$ cat src/rtl/xirq_edge_unit.sv
module xirq_edge_unit #(
  parameter int CH = 8
) (
  input  logic          clk,
  input  logic          rst_n,
  input  logic [CH-1:0] pin_i,
  input  logic [1:0]    addr,
  input  logic          wr_en,
  input  logic [CH-1:0] wr_data,
  output logic [CH-1:0] rd_data,
  output logic          irq
);
  localparam logic [1:0] A_PEND = 2'd0, A_ENA = 2'd1, A_POL = 2'd2;

  logic [CH-1:0] sync1, sync2, prev;
  logic [CH-1:0] pend, ena, pol;
  logic [CH-1:0] rise, fall, hit;

  always_ff @(posedge clk) begin
    if (!rst_n) begin
      sync1 <= '0;
      sync2 <= '0;
      prev  <= '0;
    end else begin
      sync1 <= pin_i;
      sync2 <= sync1;
      prev  <= sync2;
    end
  end

  assign rise = sync2 & ~prev;
  assign fall = ~sync2 & prev;
  assign hit  = (rise & ~pol) | (fall & pol);

  always_ff @(posedge clk) begin
    if (!rst_n) begin
      pend <= '0;
      ena  <= '0;
      pol  <= '0;
    end else begin
      if (wr_en && addr == A_PEND) pend <= wr_data | hit;
      else                         pend <= pend | hit;
      if (wr_en && addr == A_ENA)  ena  <= wr_data;
      if (wr_en && addr == A_POL)  pol  <= wr_data;
    end
  end

  always_comb begin
    case (addr)
      A_PEND:  rd_data = pend;
      A_ENA:   rd_data = ena;
      A_POL:   rd_data = pol;
      default: rd_data = '0;
    endcase
  end

  assign irq = |(pend & ena);
endmodule


$ cat config.mk
export PLATFORM = sky130hd
export DESIGN_NAME = xirq_edge_unit
export DESIGN_NICKNAME = d
export VERILOG_FILES = /design/src/rtl/xirq_edge_unit.sv
export SDC_FILE = /design/constraint.sdc
export NUM_CORES = 1
export LEC_CHECK = 0
export ABC_CLOCK_PERIOD_IN_PS = 1500
export BUFFER_PORTS_ARGS = -buffer_cell sky130_fd_sc_hd__buf_2
export CORE_UTILIZATION = 40
export CTS_CLUSTER_DIAMETER = 60
export DETAILED_ROUTE_END_ITERATION = 8
export GPL_ROUTABILITY_DRIVEN = 1
export PLACE_DENSITY = 0.63
export SLEW_MARGIN = 20
export SYNTH_ARGS = -nofsm -noshare
export SYNTH_HDL_FRONTEND = slang
export SYNTH_SLANG_ARGS = --single-unit
$ cat constraint.sdc
create_clock -name clk -period 1.5 [get_ports clk]
set_input_delay 0.225 -clock clk [delete_from_list [all_inputs] [get_ports clk]]
set_output_delay 0.225 -clock clk [all_outputs]
set_load 0.01 [all_outputs]
==> flow_summary.toml, run 1 <==
[final_layout]
drive_above_1_share_pct = 19.6
diodes = 0
fin_nets = 244
syn2layout_area_growth_pct = 15.8
nFillCells = 457

[synth]
ys_ff_latch = 48
netlist_area_sq_um = 1910
seq_area_frac_synth_pct = 50.3
synth.distinct_cells = 21
ys_top_cells_by_area = "dfxtp_1 50%, mux2i_1 13%, and2_1 7.9%"
synthCells = 190
yosysWarnings = 0
syn_area_per_cell_sq_um = 10.0
synth_top_area_share_pct = 50.3
synth_nets = 211
synth_largest_area_cell = "dfxtp_1"

[clock_network]
root_buffer = "clkbuf_8"
clk_pin_slew_ns = 0.08
clockBufferDepth = 2
cts_tree = "yes"
postCtsResizedCells = 0
cts.hold.buffers_added = 0
cts_sinks = 48
htree_levels = 2
post_cts_buffers = 0
cts_made_buffers = 5
clkLatencyLatePin_ns = 0.29

[global_routing]
grt.overflow.total = 0
grt_pass1_vias = 1272
grt_pass1_wl_microns = 6240
grt_use_total_pct = 16.4
grt_max_degree = 28
antenna_found_initial = 0

[placement]
preCtsSetupSlack_ns = 0.00222
gp_congestion = 0.808
dpl.hpwl_microns = 2550
io_buffers = 29

[routing]
wl_per_cell_microns = 13.7
remaining_drc_errors = 0
drt_wl_total_microns = 3770
viasPerCell = 5.07
ant_nets = 0
vias = 1400
drtIter0Drc = 90
dr.pass1.iters = 6

[worst_hold_path]
min_path_type = "in -> reg"
hold_start = "pin_i[7]"

[die]
fp.dieH_microns = 71.1
rows = 24
start_util_pct = 42.7
die_w_microns = 71.1
fp.coreArea_sq_um = 4470
io-pin-count = 30
dieArea_sq_um = 5050

[critical_path]
crit_fanout = 4
start_kind = "flop"
worstSetupPathType = "reg -> out"
critPathLaunch = "pol[7]"
cp_data_arrival_time_ns = 1.14
cp.required_ns = 1.27
cp-end-kind = "primary output"
worstReg2RegStart = "sync2[5]"

[sta]
period_share_pct = 91.1
rsz0062_at_grt = "false"
slew_viol_final = 0
skew_ns = 0.00161
fmax_ghz = 0.732
hold_violations = 0
fin_tns_setup_ns = 0
finalCriticalPeriod_ns = 1.37
final.setup.worst_slack_ns = 0.133
relSlewSlack_pct = 72.6
worstMarginPinSlew_ns = 0.412
setup_viol = 0

[status]
outcome = "finished, final reports clean"

[pwr]
irDropWorstVdd_uv = 507
power.density_nw_per_um2 = 1070
power.leakage_nw = 1.03

[flow_run]
maxCapViolCount = 0
-- Yosys cell counts --
| cell | n |
|---|---|
| dfxtp_1 | 48 |
| and2_1 | 24 |
| mux2i_1 | 24 |
| nor2_1 | 16 |
| o21ai_0 | 16 |
| nand3b_1 | 10 |
| a221o_1 | 8 |
| and3_1 | 8 |
| nand2_1 | 8 |
| clkbuf_1 | 6 |
| or2b_1 | 6 |
| a22oi_1 | 4 |
| buf_2 | 2 |
| buf_4 | 2 |
| nand2b_1 | 2 |
| buf_6 | 1 |
| clkinv_1 | 1 |
| nand4_1 | 1 |
| nor2_4 | 1 |
| nor2b_1 | 1 |
| or3b_1 | 1 |
-- registers in the layout, indices dropped and copies added (netlist names) --
register,count
ena,8
pend,8
pol,8
prev,8
sync1,8
sync2,8
-- report_power, final --
part	switching (mW)	internal, mW	total [mW]
Sequential	0.0349	1.33	1.37
Clock	0.407	0.376	0.783
Combinational	0.107	0.110	0.217
Total	0.548	1.82	2.37
-- metal layers --
layer	wire [microns]	global-route usage (%)	up-vias
li1	-	-	724
met4	72	7.33	0
met1	1910	23.6	638
met2	1600	23.1	32
met5	0	0	-
met3	180	4.13	6
-- area by class of cell --
| cell class | count | area, sq um | area share, % |
|---|---|---|---|
| sequential | 48 | 961 | 43.5 |
| multi-input combinational | 130 | 886 | 40.1 |
| timing repair buffer | 37 | 205 | 9.28 |
| tap | 52 | 65.1 | 2.94 |
| inverter | 1 | 3.75 | 0.170 |
| clock buffer | 8 | 90.1 | 4.07 |
-- final timing paths --
| path | end | slack [ns] | depth (start not counted) |
|---|---|---|---|
| setup / recovery | rd_data[7] | 0.13 | 3 |
| hold reg to reg | sync2[4] | 0.44 | 1 |
| hold / removal | sync1[7] | 0.13 | 2 |
| setup reg to reg | pend[5] | 0.54 | 3 |
-- worst max-delay path, cell delays in order (launching register included) --
cell,delay (ns)
dfxtp_1,0.37
mux2i_1,0.08
o21ai_0,0.21
buf_2,0.18
-- metrics by stage --
stage	power, mW	util [%]	hold WS (ns)	instances	cell area (sq um)
global route	2.49	49.4	0.116	276	2210
detailed placement	1.62	47.4	0.419	268	2120
CTS	2.40	49.4	0.116	276	2210
floorplan	1.53	-	0.352	190	1910
global placement	1.61	47.4	0.413	268	2120
finish	2.37	49.4	0.126	276	2210
-- kinds of logic after synthesis --
logic type             after synthesis  share of synthesized area (%)
AO/OA/AOI/OAI                       28                           9.96
buffers and inverters               12                           3.28
multiplexers                        24                           12.6
flip-flops                          48                           50.3
AND/OR/NAND/NOR                     78                           23.9
-- placed cells by master, fill, tap and decap left out, types with 4 or more instances in the layout --
| cell | instances |
|---|---|
| nand2_1 | 8 |
| dfxtp_1 | 48 |
| nand3b_1 | 10 |
| and2_1 | 24 |
| clkbuf_8 | 6 |
| buf_4 | 8 |
| o21ai_0 | 16 |
| a22oi_1 | 4 |
| buf_2 | 29 |
| mux2i_1 | 24 |
| nor2_1 | 16 |
| or2b_1 | 6 |
| a221o_1 | 8 |
| and3_1 | 8 |
Power figures use the tool's default switching activity.
==> inputs of run 2 (changes only) <==
--- a/config.mk
+++ b/config.mk
@@ -12,6 +12,8 @@
 export DETAILED_ROUTE_END_ITERATION = 8
 export GPL_ROUTABILITY_DRIVEN = 1
 export PLACE_DENSITY = 0.63
+export RECOVER_POWER = 50
+export REMOVE_ABC_BUFFERS = 1
 export SLEW_MARGIN = 20
 export SYNTH_ARGS = -nofsm -noshare
 export SYNTH_HDL_FRONTEND = slang
==> run 2 against run 1 <==
Effect of this change:
- fmax shrank 1.6%
- utilization down 0.45 points
- register-to-register slack got worse by 0.02 ns
- die area unchanged
- the run now ends with design-rule violations left
- sequential share of layout area up 0.40 points
- global-route usage decreased by 0.29 points
- worst hold slack gained 0.0047 ns
- largest power group unchanged
- critical path depth did not move
- via count decreased by 0.29%
- design area down 0.91%
==> flow_summary.toml, run 2 (synthesis gave the netlist of run 1 again) <==
[status]
outcome = "finished with violations"
violations = "design-rule violations"

[die]
fp.coreArea_sq_um = 4470
start_util_pct = 42.7
dieArea_sq_um = 5050
fp.dieH_microns = 71.1
rows = 24
die_w_microns = 71.1
io-pin-count = 30

[clock_network]
cts.hold.buffers_added = 0
clk_pin_slew_ns = 0.08
postCtsResizedCells = 0
cts_made_buffers = 5
clockBufferDepth = 2
cts_sinks = 48
post_cts_buffers = 0
cts_tree = "yes"
root_buffer = "clkbuf_8"
clkLatencyLatePin_ns = 0.29
htree_levels = 2

[routing]
viasPerCell = 5.09
drtIter0Drc = 114
remaining_drc_errors = 2
drt_wl_total_microns = 3730
ant_nets = 0
vias = 1396
wl_per_cell_microns = 13.6
dr.pass1.iters = 8

[critical_path]
start_kind = "flop"
reg2reg_depth = 3
cp_data_arrival_time_ns = 1.16
crit_fanout = 3
worstSetupPathType = "reg -> out"
r2r_end = "pend[6]"
cp-end-kind = "primary output"
cp.required_ns = 1.27
worstReg2RegStart = "sync2[6]"
r2r_slack_ns = 0.52

[final_layout]
mostFrequentLayoutCell = "dfxtp_1"
drive_above_1_share_pct = 19.4
fin_util_pct = 49.0
stdcell_area_sq_um = 2190
register_area_sq_um = 961
syn2layout_area_growth_pct = 14.7
diodes = 0
layout_common_cells = "48 x dfxtp_1, 29 x buf_2, 24 x mux2i_1"
final_cells = 274
multi_input_area_sq_um = 886
nFillCells = 439
fin_nets = 245

[worst_hold_path]
worstHoldPathCells = 2
whs_endpoint = "sync1[5]"
min_path_type = "in -> reg"
hold_start = "pin_i[5]"

[sta]
finalCriticalPeriod_ns = 1.39
period_share_pct = 92.6
setup_viol = 0
worstMarginPinSlew_ns = 0.458
slew_viol_final = 0
fin_tns_setup_ns = 0
fmax_ghz = 0.720
hold_violations = 0
skew_ns = 0.00296
rsz0062_at_grt = "false"
relSlewSlack_pct = 69.4

[placement]
dpl_cell_area_sq_um = 2130
io_buffers = 29
dpl.hpwl_microns = 2640
dpl.cell_count = 269
gp_congestion = 0.800

[global_routing]
grt_pass1_wl_microns = 6110
grt.overflow.total = 0
grt_use_total_pct = 16.1
grt_max_degree = 28
antenna_found_initial = 0
grt_pass1_vias = 1344

[pwr]
power.leakage_nw = 1.02
power.density_nw_per_um2 = 1030
irDropWorstVdd_uv = 496

[flow_run]
maxCapViolCount = 0
-- run 2: critical path, stage by stage (launching register included) --
cell and delay [ns]:
dfxtp_1 0.33, a22oi_1 0.24, nand4_1 0.14, buf_2 0.16
-- run 2: where the power goes --
part	internal [mW]	leakage (nW)	switching, mW
logic	0.109	0.590	0.108
clock network	0.301	0.0359	0.383
registers	1.33	0.393	0.0341
-- run 2: worst max-delay path by stage --
stage | startpoint | endpoint
after floorplan | addr[0] | pend[0]
after global placement | addr[0] | pend[3]
after detailed placement | addr[0] | pend[3]
after CTS | pend[4] | irq
after global routing | pend[0] | irq
final | pend[0] | irq
-- run 2: routing by layer --
| layer | share of wire [%] | routed length [microns] | global-route usage [%] |
|---|---|---|---|
| met1 | 50 | 1850 | 21.1 |
| met2 | 46 | 1710 | 24.6 |
| met3 | 3.4 | 127 | 5.13 |
| met4 | 1.1 | 42 | 6.67 |
| met5 | 0 | 0 | 0 |
-- run 2: final cells by class --
| class | instances | share of cell area (%) |
|---|---|---|
| Sequential cell | 48 | 43.9 |
| Multi-Input combinational cell | 130 | 40.4 |
| Timing Repair Buffer | 38 | 9.42 |
| Clock buffer | 5 | 3.14 |
| Tap cell | 52 | 2.97 |
| Inverter | 1 | 0.171 |
-- run 2: stage by stage --
stage / total power [mW] / setup WS, ns / hold slack (ns)
finish: 2.27 / 0.112 / 0.131
global route: 2.39 / 0.0217 / 0.116
CTS: 2.30 / 0.116 / 0.125
detailed placement: 1.62 / 0.0290 / 0.419
global placement: 1.61 / 0.0383 / 0.413
floorplan: 1.50 / 0.228 / 0.347
==> inputs of run 3 (changes only) <==
--- a/config.mk
+++ b/config.mk
@@ -7,11 +7,11 @@
 export LEC_CHECK = 0
 export ABC_CLOCK_PERIOD_IN_PS = 1500
 export BUFFER_PORTS_ARGS = -buffer_cell sky130_fd_sc_hd__buf_2
-export CORE_UTILIZATION = 40
+export CORE_UTILIZATION = 45
 export CTS_CLUSTER_DIAMETER = 60
 export DETAILED_ROUTE_END_ITERATION = 8
 export GPL_ROUTABILITY_DRIVEN = 1
-export PLACE_DENSITY = 0.63
+export PLACE_DENSITY = 0.69
 export RECOVER_POWER = 50
 export REMOVE_ABC_BUFFERS = 1
 export SLEW_MARGIN = 20
==> run 3 against run 2 <==
Effect of this change:
- clock power rose by 33%
- global-route usage rose by 3.1 points
- highest routed layer unchanged
- utilization up 6.4 points
- the run now ends clean
- setup slack worse by 0.0032 ns
==> flow_summary.toml, run 3 (synthesis gave the netlist of run 1 again) <==
[status]
outcome = "finished, final reports clean"

[clock_network]
clockBufferDepth = 2
cts_sinks = 48
htree_levels = 2
post_cts_buffers = 0
cts_made_buffers = 5
cts_tree = "yes"
postCtsResizedCells = 0
root_buffer = "clkbuf_8"
cts.hold.buffers_added = 0
clkLatencyLatePin_ns = 0.30
clk_pin_slew_ns = 0.09

[placement]
dpl.cell_count = 267
preCtsSetupSlack_ns = 0.0579
io_buffers = 29
dpl.hpwl_microns = 2510
gp_congestion = 0.827

[sta]
period_share_pct = 92.8
finalCriticalPeriod_ns = 1.39
fin_tns_setup_ns = 0
worstMarginPinSlew_ns = 0.483
fmax_ghz = 0.719
hold_violations = 0
skew_ns = 0.00805
hold_ws_ns = 0.120
rsz0062_at_grt = "false"
setup_viol = 0
slew_viol_final = 0
final.setup.worst_slack_ns = 0.109
relSlewSlack_pct = 67.8

[routing]
vias = 1450
wl_per_cell_microns = 13.4
ant_nets = 0
viasPerCell = 5.27
dr.pass1.iters = 4
drtIter0Drc = 56
drt_wl_total_microns = 3690
remaining_drc_errors = 0

[final_layout]
layout_common_cells = "48 x dfxtp_1, 29 x buf_2, 24 x mux2i_1"
syn2layout_area_growth_pct = 16.8
fin_nets = 245
mostFrequentLayoutCell = "dfxtp_1"
final_cells = 275
drive_above_1_share_pct = 20.4
diodes = 0

[die]
start_util_pct = 47.4
fp.dieH_microns = 67.1
io-pin-count = 30
die_w_microns = 67.1
rows = 23
fp.coreArea_sq_um = 4030
dieArea_sq_um = 4510

[critical_path]
cp-endpoint = "irq"
r2r_end = "pend[5]"
cp-end-kind = "primary output"
worstSetupPathType = "reg -> out"
cp.required_ns = 1.27
worstReg2RegStart = "sync2[5]"
r2r_slack_ns = 0.54
critPathLaunch = "pend[4]"
start_kind = "flop"
cp_data_arrival_time_ns = 1.17
reg2reg_depth = 3
crit_fanout = 3

[global_routing]
antenna_found_initial = 0
grt_use_total_pct = 19.2
grt_max_degree = 28
grt_pass1_vias = 1346
grt_pass1_wl_microns = 6350
grt.overflow.total = 0

[pwr]
power.leakage_nw = 1.04
irDropWorstVdd_uv = 485
power.density_nw_per_um2 = 1120

[flow_run]
maxCapViolCount = 0

[worst_hold_path]
min_path_type = "in -> reg"
## run 3: cell types whose count changed in the layout (fill, tap and decap cells not counted)
cell / delta
and2_1: -2
clkinv_2: +1
and2_0: +2
nor2b_1: -1
nor2b_2: +1
clkbuf_1: +1
bufinv_16: +1
## run 3: layout make-up
type                    instances  area [sq um]
clock buffers                   6          72.6
clock inverters                 2          35.0
well taps                      50          62.6
repair buffers                 38           206
multi-input cells             130           888
fillers                       377          1800
flip-flops and latches         48           961
inverters                       1          3.75
## run 3: worst min-delay path by stage
stage          startpoint       end  slack, ns  cells past startpoint
2_1_floorplan       rst_n  sync1[0]       0.35                      1
3_3_place_gp     sync1[5]  sync2[5]       0.41                      1
3_5_place_dp     sync1[4]  sync2[4]       0.42                      1
4_1_cts          pin_i[2]  sync1[2]       0.11                      2
5_1_grt          pin_i[3]  sync1[3]       0.12                      2
6_report         pin_i[2]  sync1[2]       0.12                      2
## run 3: routing by layer
layer / GRT usage, % / routed length (microns) / vias up
li1: - / - / 725
met1: 25.2 / 1770 / 685
met2: 29.4 / 1690 / 34
met3: 5.57 / 168 / 6
met4: 7.98 / 55 / 0
met5: 0 / 0 / -
## run 3: critical path, cell delays in order, from the launching register on
cell	delay [ns]
dfxtp_1	0.34
a22oi_1	0.24
nand4_1	0.13
buf_2	0.16
## run 3: power by group
part	total, mW	switching, mW	leakage (nW)	internal [mW]
Sequential	1.37	0.0353	0.393	1.33
Combinational	0.217	0.108	0.589	0.109
Clock	0.908	0.413	0.0552	0.495
## run 3: metrics by stage
step                      utilization (%)  total power [mW]  cell area (sq um)
after global placement               52.8              1.61               2130
after global routing                 55.3              2.61               2230
after detailed placement             52.8              1.62               2130
final                                55.3              2.49               2230
after floorplan                         -              1.50               1850
after CTS                            55.4              2.53               2230
